`config.mk`:
```
export PLATFORM = sky130hd
export DESIGN_NAME = aud_irq_ctrl
export DESIGN_NICKNAME = d
export VERILOG_FILES = /design/src/rtl/aud_irq_pkg.sv /design/src/rtl/aud_irq_edge.sv /design/src/rtl/aud_irq_pending.sv /design/src/rtl/aud_irq_out.sv /design/src/rtl/aud_irq_ctrl.sv
export SDC_FILE = /design/constraint.sdc
export NUM_CORES = 1
export LEC_CHECK = 0
export BUFFER_PORTS_ARGS = -buffer_cell sky130_fd_sc_hd__buf_4
export CAP_MARGIN = 20
export CELL_PAD_IN_SITES_DETAIL_PLACEMENT = 1
export CELL_PAD_IN_SITES_GLOBAL_PLACEMENT = 2
export CORE_MARGIN = 5
export CORE_UTILIZATION = 23
export CTS_CLUSTER_SIZE = 40
export DETAILED_ROUTE_END_ITERATION = 10
export PLACE_DENSITY_LB_ADDON = 0.08
export REMOVE_ABC_BUFFERS = 1
export SLEW_MARGIN = 20
export SYNTH_ARGS = -nofsm -noshare
export SYNTH_HDL_FRONTEND = slang
export SYNTH_SLANG_ARGS = --single-unit
```
`constraint.sdc`:
```
create_clock -name clk -period 1.25 [get_ports clk]
set_input_delay 0.125 -clock clk [delete_from_list [all_inputs] [get_ports clk]]
set_output_delay 0.125 -clock clk [all_outputs]
set_load 0.01 [all_outputs]
```
`src/rtl/aud_irq_pkg.sv`:
```
package aud_irq_pkg;

    localparam int REG_W = 32;

    // bit positions shared by the enable and status words
    localparam int B_RX_AVAIL = 0;
    localparam int B_RX_OVR   = 1;
    localparam int B_RX_DMA   = 2;
    localparam int B_TX_EMPTY = 4;
    localparam int B_TX_OVR   = 5;
    localparam int B_TX_UDR   = 6;
    localparam int B_TX_DMA   = 7;
    localparam int B_PARITY   = 16;
    localparam int B_UNLOCK   = 17;
    localparam int B_LOCK     = 18;

    // level-type inputs watched for edges
    localparam int N_EDGE = 3;
    localparam int E_RX   = 0;
    localparam int E_TX   = 1;
    localparam int E_LOCK = 2;

    typedef enum logic [1:0] {
        PK_NONE,
        PK_STICKY,
        PK_LEVEL
    } pend_kind_e;

    typedef enum logic {
        SEL_ENABLE = 1'b0,
        SEL_STATUS = 1'b1
    } reg_sel_e;

    typedef struct packed {
        logic rx_avail;
        logic tx_empty;
        logic tx_room;
        logic rx_ovr;
        logic tx_ovr;
        logic tx_udr;
        logic par_err;
        logic lock;
    } aud_evt_t;

    function automatic pend_kind_e pend_kind(input int b);
        case (b)
            B_RX_AVAIL, B_TX_EMPTY:                          return PK_LEVEL;
            B_RX_OVR, B_TX_OVR, B_TX_UDR, B_PARITY,
            B_UNLOCK, B_LOCK:                                return PK_STICKY;
            default:                                         return PK_NONE;
        endcase
    endfunction

    function automatic logic [REG_W-1:0] status_mask();
        logic [REG_W-1:0] m;
        m = '0;
        for (int b = 0; b < REG_W; b++) begin
            m[b] = (pend_kind(b) != PK_NONE);
        end
        return m;
    endfunction

    function automatic logic [REG_W-1:0] enable_mask();
        logic [REG_W-1:0] m;
        m = status_mask();
        m[B_RX_DMA] = 1'b1;
        m[B_TX_DMA] = 1'b1;
        return m;
    endfunction

endpackage

```
`src/rtl/aud_irq_edge.sv`:
```
module aud_irq_edge #(
    parameter int N = 3
) (
    input  logic         clk,
    input  logic         rst,
    input  logic [N-1:0] lvl,
    output logic [N-1:0] rise,
    output logic [N-1:0] fall
);

    logic [N-1:0] prev_q;

    // the level is taken as 0 while reset is held
    always_ff @(posedge clk) begin
        if (rst) prev_q <= '0;
        else     prev_q <= lvl;
    end

    assign rise = lvl & ~prev_q;
    assign fall = ~lvl & prev_q;

endmodule

```
`src/rtl/aud_irq_pending.sv`:
```
module aud_irq_pending
    import aud_irq_pkg::*;
#(
    parameter int W = REG_W
) (
    input  logic         clk,
    input  logic         rst,
    input  logic [W-1:0] set_vec,
    input  logic [W-1:0] hold_vec,
    input  logic [W-1:0] clr_vec,
    output logic [W-1:0] pend
);

    for (genvar b = 0; b < W; b++) begin : g_bit
        localparam pend_kind_e KIND = pend_kind(b);
        localparam logic       LIVE = (KIND != PK_NONE);
        logic q;

        // a set outranks a clear; a dropped hold condition empties the bit
        always_ff @(posedge clk) begin
            if (rst) q <= 1'b0;
            else     q <= LIVE & hold_vec[b] & (set_vec[b] | (q & ~clr_vec[b]));
        end
        assign pend[b] = q;

        if (KIND == PK_STICKY) begin : g_sticky
            AST_STICKY_HOLD: assert property (@(posedge clk) disable iff (rst)
                q && !clr_vec[b] |=> q)
                else $error("sticky bit %0d dropped", b);
            AST_SET_WINS: assert property (@(posedge clk) disable iff (rst)
                set_vec[b] |=> q)
                else $error("event on bit %0d lost", b);
        end else if (KIND == PK_LEVEL) begin : g_level
            AST_LEVEL_DROP: assert property (@(posedge clk) disable iff (rst)
                !hold_vec[b] |=> !q)
                else $error("level bit %0d stayed without condition", b);
        end
    end

endmodule

```
`src/rtl/aud_irq_out.sv`:
```
module aud_irq_out
    import aud_irq_pkg::*;
#(
    parameter int W = REG_W
) (
    input  logic         clk,
    input  logic         rst,
    input  logic [W-1:0] pend,
    input  logic [W-1:0] en,
    input  logic         rx_avail,
    input  logic         tx_room,
    output logic         irq,
    output logic         rx_dma_req,
    output logic         tx_dma_req
);

    logic irq_q;

    always_ff @(posedge clk) begin
        if (rst) irq_q <= 1'b0;
        else     irq_q <= |(pend & en);
    end

    assign irq        = irq_q;
    assign rx_dma_req = en[B_RX_DMA] & rx_avail;
    assign tx_dma_req = en[B_TX_DMA] & tx_room;

endmodule

```
`src/rtl/aud_irq_ctrl.sv`:
```
module aud_irq_ctrl
    import aud_irq_pkg::*;
#(
    parameter int W = REG_W
) (
    input  logic         clk,
    input  logic         rst,
    input  logic         reg_wr_en,
    input  logic         reg_sel,
    input  logic [W-1:0] reg_wdata,
    output logic [W-1:0] reg_rdata,
    input  logic         rx_avail,
    input  logic         tx_empty,
    input  logic         tx_room,
    input  logic         rx_ovr_ev,
    input  logic         tx_ovr_ev,
    input  logic         tx_udr_ev,
    input  logic         par_err_ev,
    input  logic         lock_flag,
    output logic         irq,
    output logic         rx_dma_req,
    output logic         tx_dma_req
);

    localparam logic [W-1:0] EN_MASK = W'(enable_mask());

    aud_evt_t         evt;
    logic [W-1:0]     en_q;
    logic [W-1:0]     status;
    logic [W-1:0]     set_vec;
    logic [W-1:0]     hold_vec;
    logic [W-1:0]     clr_vec;
    logic [N_EDGE-1:0] lvl, rise, fall;
    logic             wr_status, wr_enable;

    assign evt = '{rx_avail: rx_avail, tx_empty: tx_empty, tx_room: tx_room,
                   rx_ovr: rx_ovr_ev, tx_ovr: tx_ovr_ev, tx_udr: tx_udr_ev,
                   par_err: par_err_ev, lock: lock_flag};

    assign wr_status = reg_wr_en && (reg_sel_e'(reg_sel) == SEL_STATUS);
    assign wr_enable = reg_wr_en && (reg_sel_e'(reg_sel) == SEL_ENABLE);

    // enable word
    always_ff @(posedge clk) begin
        if (rst)            en_q <= '0;
        else if (wr_enable) en_q <= reg_wdata & EN_MASK;
    end

    // edge detection on level inputs
    always_comb begin
        lvl         = '0;
        lvl[E_RX]   = evt.rx_avail;
        lvl[E_TX]   = evt.tx_empty;
        lvl[E_LOCK] = evt.lock;
    end

    aud_irq_edge #(.N(N_EDGE)) u_edge (
        .clk  (clk),
        .rst  (rst),
        .lvl  (lvl),
        .rise (rise),
        .fall (fall)
    );

    // source vectors for the pending word
    always_comb begin
        set_vec             = '0;
        set_vec[B_RX_AVAIL] = rise[E_RX];
        set_vec[B_TX_EMPTY] = rise[E_TX];
        set_vec[B_RX_OVR]   = evt.rx_ovr;
        set_vec[B_TX_OVR]   = evt.tx_ovr;
        set_vec[B_TX_UDR]   = evt.tx_udr;
        set_vec[B_PARITY]   = evt.par_err;
        set_vec[B_LOCK]     = rise[E_LOCK];
        set_vec[B_UNLOCK]   = fall[E_LOCK];

        hold_vec             = '1;
        hold_vec[B_RX_AVAIL] = evt.rx_avail;
        hold_vec[B_TX_EMPTY] = evt.tx_empty;

        clr_vec = wr_status ? reg_wdata : '0;
    end

    aud_irq_pending #(.W(W)) u_pend (
        .clk      (clk),
        .rst      (rst),
        .set_vec  (set_vec),
        .hold_vec (hold_vec),
        .clr_vec  (clr_vec),
        .pend     (status)
    );

    aud_irq_out #(.W(W)) u_out (
        .clk        (clk),
        .rst        (rst),
        .pend       (status),
        .en         (en_q),
        .rx_avail   (evt.rx_avail),
        .tx_room    (evt.tx_room),
        .irq        (irq),
        .rx_dma_req (rx_dma_req),
        .tx_dma_req (tx_dma_req)
    );

    assign reg_rdata = (reg_sel_e'(reg_sel) == SEL_STATUS) ? status : en_q;

    AST_LOCK_RISE: assert property (@(posedge clk) disable iff (rst)
        $rose(lock_flag) |=> status[B_LOCK])
        else $error("lock edge missed");
    AST_UNLOCK_FALL: assert property (@(posedge clk) disable iff (rst)
        $fell(lock_flag) |=> status[B_UNLOCK])
        else $error("unlock edge missed");
    AST_IRQ_RAISE: assert property (@(posedge clk) disable iff (rst)
        |(status & en_q) |=> irq)
        else $error("irq missing for enabled pending bit");
    AST_IRQ_QUIET: assert property (@(posedge clk) disable iff (rst)
        !(|(status & en_q)) |=> !irq)
        else $error("irq without enabled pending bit");
    AST_RX_DMA_SRC: assert property (@(posedge clk) disable iff (rst)
        rx_dma_req |-> rx_avail)
        else $error("rx dma request without data");

endmodule

```
==> qor.yml, run 1 <==
layout:
  regArea_um2: 440
  layout.nets: 206
  n_fill_cell: 577
  antenna_cells: 0
  synthToLayoutAreaGrowth_pct: 21.1
  utilization_pct: 29.2
  layout_commonest_cell: "buf_4"
  multi_input_area_um2: 567
  drive_above_1_share_pct: 35.6
  final_cell_mix: "buf_4, nand2_1, conb_1, dfxtp_1, a21oi_2"
yosys:
  synth_area_leaders: "dfxtp_1, buf_4, mux2_2"
  netlist_instances: 130
  ys_ff_latch: 22
  synth-simple-area-share_pct: 19.3
  synth_top_family_by_area: "buffers and inverters"
  synth_compound_area_share_pct: 14.9
  synth_area_leader_cell: "dfxtp_1"
  syn_area_um2: 1150
  avgSynthCellArea_um2: 8.86
  yosys_warnings: 0
  synth-xor-area-share_pct: 0
  synth_top_area_share_pct: 38.2
  synthAdderAreaFrac_pct: 0
  muxShareOfSynthArea_pct: 7.82
  yosysUniqueCellTypes: 18
  synth_seq_area_share_pct: 38.2
setup_path:
  critPathBufInv: 1
  critPathLaunchType: "flip-flop"
  worstPathMaxFanout: 3
  crit_slowest_cell: "dfxtp_1"
  path_cells: "mux2_2 > buf_4"
  worstSetupPathType: "reg2out"
  critPathTopFamily: "flip-flops"
  worst_ep_required_time_ns: 1.12
  crit_arrival_ns: 1.01
  cp-end-kind: "primary output"
  critPathMaxStageDelay_ns: 0.33
sta:
  fin_setup_tns_ns: 0
  min_period_ns: 1.14
  hold_slack_ns: 0.0692
  fin_ws_ns: 0.112
  setup_viol: 0
  slew_viol_final: 0
  rsz0062_at_grt: "no"
  fmax_mhz: 879
  fin_crit_sh_pct: 91.0
  hold_violations: 0
  clock_skew_ns: 0.00494
drt:
  drt_iter0_drc: 16
  avgViaCountPerCell: 3.96
  wl_per_cell_um: 13.3
  drt-total-wl_um: 3010
  drc_errors: 0
  num_vias: 899
  dr.pass1.iters: 4
  antenna_left: 0
floorplanning:
  dieArea_um2: 6530
  core_area_um2: 4790
  die_h_um: 80.8
  start_util_pct: 24.1
  core.rowCount: 25
  die_w_um: 80.8
  num_io_pins: 79
clock_tree:
  htreeDepth: 1
  cts_buffer_depth: 2
  cts_inserted_buffers: 3
  clk_pin_slew_ns: 0.08
  cts_tree: "done"
  post_cts_resized: 0
  clk_latency_ns: 0.26
  cts_hold_buf: 0
  cts.sinks: 22
  cts_setup_buffers: 0
  root_buffer: "clkbuf_8"
global_route:
  antenna_found_initial: 0
  grt_max_degree: 21
  first_global_vias: 959
  overflow: 0
  grt_pass1_wl_um: 4890
  grt.total_usage_pct: 9.68
pwr:
  p_clk_share_pct: 30.3
  p_sw_uw: 403
  power_frac_comb_pct: 18.2
  leakagePower_uw: 0.000599
  internal_power_uw: 1080
  p_per_area_nw_per_um2: 1060
  seq_power_share_pct: 51.6
  swShare_pct: 27.1
  ir_drop_v: 0.000306
place:
  gp_congestion: 0.708
  io_buffers: 34
  dp_hpwl_um: 2210
  pre_cts_ws_ns: 0.0942
worst_hold_path:
  hold_class: "in2reg"
status:
  status: "complete, no violations"
flow_run:
  drv_cap: 0
==> Yosys cell counts <==
cell type and count:
a21oi_2 10, and2_1 2, a41oi_1 1, and2b_1 1, conb_1 1, a21boi_0 2, nand2_1 22, nand2b_4 1
buf_4 24, nand3_1 8, dfxtp_1 22, nor2b_1 7, buf_2 2, a21oi_1 6, a22oi_1 4, buf_6 3
nor2_1 6, mux2_2 8
==> worst paths after layout <==
check,start,endpoint,slack [ns],cells after the start
setup reg to reg,u_pend.g_bit[17].q$_SDFF_PP0_,u_out.irq$_SDFF_PP0_,0.45,2
hold / removal,rx_ovr_ev,u_pend.g_bit[1].q$_SDFF_PP0_,0.07,3
hold reg to reg,u_edge.prev_q[1]$_SDFF_PP0_,u_pend.g_bit[4].q$_SDFF_PP0_,0.42,1
setup / recovery,en_q[4]$_SDFFE_PP0P_,reg_rdata[4],0.11,2
==> logic make-up (layout without fill, tap and decap cells) <==
| kind of cell | count (synthesis) | after routing |
|---|---|---|
| AOI/OAI and AO/OA | 23 | 23 |
| buffers and inverters | 29 | 38 |
| DFF | 22 | 22 |
| muxes | 8 | 8 |
| other | 1 | 22 |
| and+or+nand+nor | 47 | 47 |
==> tightest hold or removal path: cells and delay by family <==
family | cells | cell delay [ns]
buffers and inverters | 1 | 0.08
AND/OR/NAND/NOR | 1 | 0.06
AO/OA/AOI/OAI | 1 | 0.03
==> metal layers <==
metal	share of wire (%)	vias up	routed length, um	GRT usage, %
li1	-	447	-	-
met1	46	413	1380	12.7
met2	45	35	1340	15.1
met3	8.4	4	253	2.99
met4	1.1	0	32	3.04
met5	0	-	0	0
==> stage by stage <==
step / instance area [um2] / std cells / total power [uW]
after floorplan: 1010 / 122 / 905
after global placement: 1350 / 224 / 1050
after detailed placement: 1350 / 224 / 1050
after CTS: 1400 / 227 / 1520
after global routing: 1400 / 227 / 1580
final: 1400 / 227 / 1480
==> power groups by stage <==
stage	Clock (uW)	Sequential (uW)	Combinational, uW
final	449	765	269
after global routing	507	770	302
after CTS	482	766	273
after detailed placement	0	782	272
after global placement	0	781	268
after floorplan	0	775	130
==> layout make-up <==
| class | instances | area share, % |
|---|---|---|
| multi-input combinational | 100 | 40.6 |
| sequential | 22 | 31.6 |
| timing repair buffer | 35 | 18.8 |
| tap | 67 | 6.01 |
| clock buffer | 3 | 2.96 |
==> registers in the layout, summed over array words and instances, names as in the netlist <==
name / flops
u_out.irq: 1
en_q: 10
u_edge.prev_q: 3
u_pend.g_bit.q: 8
No activity file was read; power rests on OpenSTA's default activity.
==> run 2, diff against run 1 <==
==> constraint.sdc (replaced) <==
create_clock -name clk -period 1.4 [get_ports clk]
set_input_delay 0.14 -clock clk [delete_from_list [all_inputs] [get_ports clk]]
set_output_delay 0.14 -clock clk [all_outputs]
set_load 0.01 [all_outputs]
==> qor.yml, run 2 (synthesized netlist as in run 1, its figures left out) <==
pwr:
  leakagePower_uw: 0.000618
  power_frac_comb_pct: 15.8
  p_per_area_nw_per_um2: 1070
  fin_total_pwr_uw: 1530
  ir_drop_v: 0.000355
  p_sw_uw: 372
  internal_power_uw: 1160
  seq_power_share_pct: 44.7
  swShare_pct: 24.4
  p_clk_share_pct: 39.5
place:
  pre_cts_ws_ns: 0.356
  dp_hpwl_um: 2200
  gp_congestion: 0.684
  io_buffers: 34
layout:
  regMostFlops: "en_q"
  layout_commonest_cell: "buf_4"
  layout.nets: 207
  antenna_cells: 0
  reg_top3: "en_q: 10 flops, u_pend.g_bit.q: 8 flops, u_edge.prev_q: 3 flops"
  drive_above_1_share_pct: 36.4
  final_cell_mix: "buf_4, nand2_1, conb_1, dfxtp_1, a21oi_2"
  largest_reg_flops: 10
  synthToLayoutAreaGrowth_pct: 24.3
sta:
  hold_violations: 0
  min_period_ns: 1.15
  slew_viol_final: 0
  fin_crit_sh_pct: 82.4
  hold_slack_ns: 0.0795
  rsz0062_at_grt: "no"
  fin_setup_tns_ns: 0
  fmax_mhz: 866
  setup_viol: 0
  clock_skew_ns: 0.00362
  fin_ws_ns: 0.246
drt:
  drt_iter0_drc: 23
  drc_errors: 0
  num_vias: 887
  avgViaCountPerCell: 3.87
  antenna_left: 0
  wl_per_cell_um: 13.0
  dr.pass1.iters: 4
  drt-total-wl_um: 2970
setup_path:
  worst_ep_required_time_ns: 1.26
  worstPathMaxFanout: 3
  worstSetupPathType: "reg2out"
  critPathLaunchType: "flip-flop"
  critPathBufInv: 1
  crit_arrival_ns: 1.01
  cp-end-kind: "primary output"
  path_cells: "mux2_2 > buf_4"
  critPathTopFamily: "flip-flops"
  critPathMaxStageDelay_ns: 0.34
  crit_slowest_cell: "dfxtp_1"
global_route:
  grt.total_usage_pct: 9.29
  grt_max_degree: 21
  first_global_vias: 968
  overflow: 0
  antenna_found_initial: 0
  grt_pass1_wl_um: 4630
clock_tree:
  cts.sinks: 22
  clk_pin_slew_ns: 0.09
  cts_setup_buffers: 0
  cts_inserted_buffers: 3
  clk_latency_ns: 0.26
  root_buffer: "clkbuf_8"
  htreeDepth: 1
  post_cts_resized: 0
  cts_tree: "done"
  cts_buffer_depth: 2
  cts_hold_buf: 0
flow_run:
  drv_cap: 0
worst_hold_path:
  hold_class: "in2reg"
floorplanning:
  start_util_pct: 24.1
  dieArea_um2: 6530
  core_area_um2: 4790
  core.rowCount: 25
  die_w_um: 80.8
  die_h_um: 80.8
  num_io_pins: 79
status:
  status: "complete, no violations"
## run 2: cell types whose count changed in the layout (fill, tap and decap cells not counted)
| cell | delta |
|---|---|
| bufinv_16 | +1 |
| buf_4 | +1 |
## run 2: cell type report
type	instances	area [um2]
Clock buffer	3	41.3
Clock inverter	1	30.0
Fill cell	579	3350
Multi-Input combinational cell	100	567
Sequential cell	22	440
Tap cell	67	83.8
Timing Repair Buffer	36	270
## run 2: worst paths after layout
check / cells after the start / slack (ns) / from / to
hold reg to reg: 1 / 0.43 / u_edge.prev_q[0]$_SDFF_PP0_ / u_pend.g_bit[0].q$_SDFF_PP0_
setup reg to reg: 2 / 0.58 / u_pend.g_bit[1].q$_SDFF_PP0_ / u_out.irq$_SDFF_PP0_
setup / recovery: 2 / 0.25 / u_pend.g_bit[4].q$_SDFF_PP0_ / reg_rdata[4]
hold / removal: 3 / 0.08 / rx_ovr_ev / u_pend.g_bit[1].q$_SDFF_PP0_
## run 2: power groups by stage
stage | registers, uW | clock network (uW) | logic [uW]
2_1_floorplan | 692 | 0 | 116
3_5_place_dp | 698 | 0 | 244
4_1_cts | 684 | 633 | 246
5_1_grt | 688 | 644 | 268
3_3_place_gp | 697 | 0 | 242
6_report | 683 | 604 | 242
## run 2: tightest hold or removal path: stages
cell and delay, ns:
buf_4 0.08, a21oi_1 0.03, nor2_1 0.07
## run 2: per-stage QoR
stage / cells / util (%) / cell area [um2]
3_5_place_dp: 225 / 28.4 / 1360
2_1_floorplan: 122 / - / 1010
4_1_cts: 229 / 29.9 / 1430
6_report: 229 / 29.9 / 1430
3_3_place_gp: 225 / 28.4 / 1360
5_1_grt: 229 / 29.9 / 1430
## run 2: per-layer routing
| metal | part of all wire [%] | track usage (%) | up-vias |
|---|---|---|---|
| li1 | - | - | 448 |
| met1 | 44 | 11.3 | 404 |
| met2 | 48 | 15.4 | 33 |
| met3 | 7.8 | 2.77 | 2 |
| met4 | 0.84 | 3.55 | 0 |
| met5 | 0 | 0 | - |
==> run 3, diff against run 2 <==
--- a/config.mk
+++ b/config.mk
@@ -5,12 +5,13 @@
 export SDC_FILE = /design/constraint.sdc
 export NUM_CORES = 1
 export LEC_CHECK = 0
+export ABC_AREA = 1
 export BUFFER_PORTS_ARGS = -buffer_cell sky130_fd_sc_hd__buf_4
 export CAP_MARGIN = 20
 export CELL_PAD_IN_SITES_DETAIL_PLACEMENT = 1
 export CELL_PAD_IN_SITES_GLOBAL_PLACEMENT = 2
 export CORE_MARGIN = 5
-export CORE_UTILIZATION = 23
+export CORE_UTILIZATION = 17
 export CTS_CLUSTER_SIZE = 40
 export DETAILED_ROUTE_END_ITERATION = 10
 export PLACE_DENSITY_LB_ADDON = 0.08
==> constraint.sdc (replaced) <==
create_clock -name clk -period 1 [get_ports clk]
set_input_delay 0.1 -clock clk [delete_from_list [all_inputs] [get_ports clk]]
set_output_delay 0.1 -clock clk [all_outputs]
set_load 0.01 [all_outputs]
==> qor.yml, run 3 <==
layout:
  final_cells: 279
  layout.nets: 247
  layout_commonest_cell: "buf_4"
  synthToLayoutAreaGrowth_pct: 36.7
  final_cell_mix: "buf_4, nand2_1, conb_1"
  regArea_um2: 463
  drive_above_1_share_pct: 41.1
  regMostFlops: "en_q"
  antenna_cells: 0
  reg_top3: "en_q: 10 flops, u_pend.g_bit.q: 8 flops, u_edge.prev_q: 3 flops"
  multi_input_area_um2: 518
  fin_area_um2: 1520
  n_fill_cell: 772
  largest_reg_flops: 10
drt:
  antenna_left: 0
  wl_per_cell_um: 12.2
  drt_iter0_drc: 14
  num_vias: 1032
  avgViaCountPerCell: 3.70
  drt-total-wl_um: 3400
  dr.pass1.iters: 4
  drc_errors: 0
status:
  status: "complete, no violations"
setup_path:
  critPathLaunchType: "flip-flop"
  critPathLaunch: "en_q[5]$_SDFFE_PP0P_"
  crit_arrival_ns: 0.89
  regToRegEndpoint: "u_out.irq$_SDFF_PP0_"
  worstSetupEndpoint: "reg_rdata[5]"
  rrSetupSlack_ns: 0.23
  r2r-start: "u_pend.g_bit[16].q$_SDFF_PP0_"
  r2r_cells: 4
  worstPathMaxFanout: 2
  worst_ep_required_time_ns: 0.90
  path_cells: "inv_2 > o21ai_2 > buf_4"
  cp-end-kind: "primary output"
  worstSetupPathType: "reg2out"
  critPathMaxStageDelay_ns: 0.34
  crit_slowest_cell: "dfxtp_2"
sta:
  hold_violations: 0
  clock_skew_ns: 0.000624
  setup_viol: 0
  fin_ws_ns: 0.00813
  rsz0062_at_grt: "yes"
  min_period_ns: 0.992
  hold_slack_ns: 0.0361
  slew_viol_final: 0
  fmax_mhz: 1010
  fin_crit_sh_pct: 99.2
yosys:
  muxShareOfSynthArea_pct: 0
  syn_area_um2: 1110
  synth-async-reset-ratio_pct: 0
  synth_compound_area_share_pct: 12.1
  synth_top_family_by_area: "simple AND/OR/NAND/NOR gates"
  synth-xor-area-share_pct: 0
  netlist_instances: 160
  synth_commonest_cells: "nand2_1, buf_4, dfxtp_1, nor2_1, a21oi_1"
  yosysUniqueCellTypes: 14
  avgSynthCellArea_um2: 6.96
  yosysMostFrequentCell: "nand2_1"
  ys.flop_type: "dfxtp_1"
  yosys_warnings: 0
  synth_area_leader_cell: "dfxtp_1"
  synthAdderAreaFrac_pct: 0
  synth_edf_count: 0
  synth_seq_area_share_pct: 39.6
  synth_top_area_share_pct: 39.6
  synth_area_leaders: "dfxtp_1, buf_4, nand2_1"
  synth-simple-area-share_pct: 24.8
  ys_ff_latch: 22
worst_hold_path:
  hold_class: "in2reg"
clock_tree:
  cts_tree: "done"
  cts.sinks: 22
  cts_buffer_depth: 2
  htreeDepth: 1
  cts_hold_buf: 0
  root_buffer: "clkbuf_8"
  cts_inserted_buffers: 3
  clk_latency_ns: 0.26
  clk_pin_slew_ns: 0.09
floorplanning:
  core_area_um2: 6350
  die_h_um: 90.9
  die_w_um: 90.9
  dieArea_um2: 8270
  start_util_pct: 17.5
  core.rowCount: 29
  num_io_pins: 79
pwr:
  leakagePower_uw: 0.000761
  ir_drop_v: 0.000499
  fin_total_pwr_uw: 2060
  p_per_area_nw_per_um2: 1350
global_route:
  antenna_found_initial: 0
  grt_max_degree: 16
  first_global_vias: 1095
  grt_pass1_wl_um: 5440
  grt.total_usage_pct: 8.19
  overflow: 0
flow_run:
  drv_cap: 0
place:
  dp_cells: 274
  dp_hpwl_um: 2670
  place_area_um2: 1410
  io_buffers: 34
  pre_cts_ws_ns: 0.0698
  gp_congestion: 0.722
## run 3: cell types whose count changed after synthesis, sizes merged, moves of 2 or more
cell    previous run  this run
nor2b              7         0
a21oi             16        14
o21ai              0        13
inv                0        13
a22oi              4         0
nand2             22        39
a21boi             2         0
and2               2         0
nor2               6        22
mux2               8         0
## run 3: worst min path at each step
stage,startpoint,end,slack [ns],cells after the start
detailed placement,tx_empty,u_edge.prev_q[1]$_SDFF_PP0_,0.31,3
finish,tx_empty,u_edge.prev_q[1]$_SDFF_PP0_,0.04,3
global placement,tx_empty,u_edge.prev_q[1]$_SDFF_PP0_,0.31,3
floorplan,rst,u_out.irq$_SDFF_PP0_,0.17,1
global route,tx_empty,u_edge.prev_q[1]$_SDFF_PP0_,0.05,3
CTS,tx_empty,u_edge.prev_q[1]$_SDFF_PP0_,0.03,3
## run 3: report_power, final
part	total, uW	switching [uW]	internal [uW]
sequential	982	37.3	944
combinational	411	225	187
clock	663	312	351
total	2060	574	1480
## run 3: worst max-delay path: cells and delay by family, from the launching register on
kind,cells,cell delay [ns]
compound gates,1,0.11
buf+inv,2,0.17
flops,1,0.34
## run 3: timing repair
| action | 4_1_cts | 5_1_grt |
|---|---|---|
| setup endpoints to repair | 3 | 10 |
| setup buffers | 1 | 0 |
| gates resized for setup | 14 | 21 |
| pin swaps | 1 | 5 |
## run 3: cell families after synthesis
| logic type | count (synthesis) |
|---|---|
| simple gates | 69 |
| flops | 22 |
| compound gates | 27 |
| other cells | 1 |
| buf+inv | 41 |
## run 3: final cells by class
cell class / count / area share, %
multi-input combinational: 118 / 34.0
sequential: 22 / 30.4
timing repair buffer: 45 / 22.4
tap: 77 / 6.33
clock buffer: 4 / 3.62
inverter: 13 / 3.20
## run 3: per-layer routing
| layer | vias to the layer above | GRT usage (%) | routed length (um) | share of wire, % |
|---|---|---|---|---|
| met2 | 30 | 14.2 | 1710 | 50 |
| met5 | - | 0 | 0 | 0 |
| met3 | 4 | 2.81 | 194 | 5.7 |
| met1 | 461 | 9.41 | 1450 | 43 |
| met4 | 0 | 2.57 | 45 | 1.3 |
| li1 | 537 | - | - | - |
## run 3: stage by stage
step                      setup TNS (ns)  util [%]
final                                  0      24.0
after global routing              -0.155      24.0
after CTS                        -0.0186      23.4
after detailed placement               0      22.2
after global placement                 0      22.2
after floorplan                        0         -
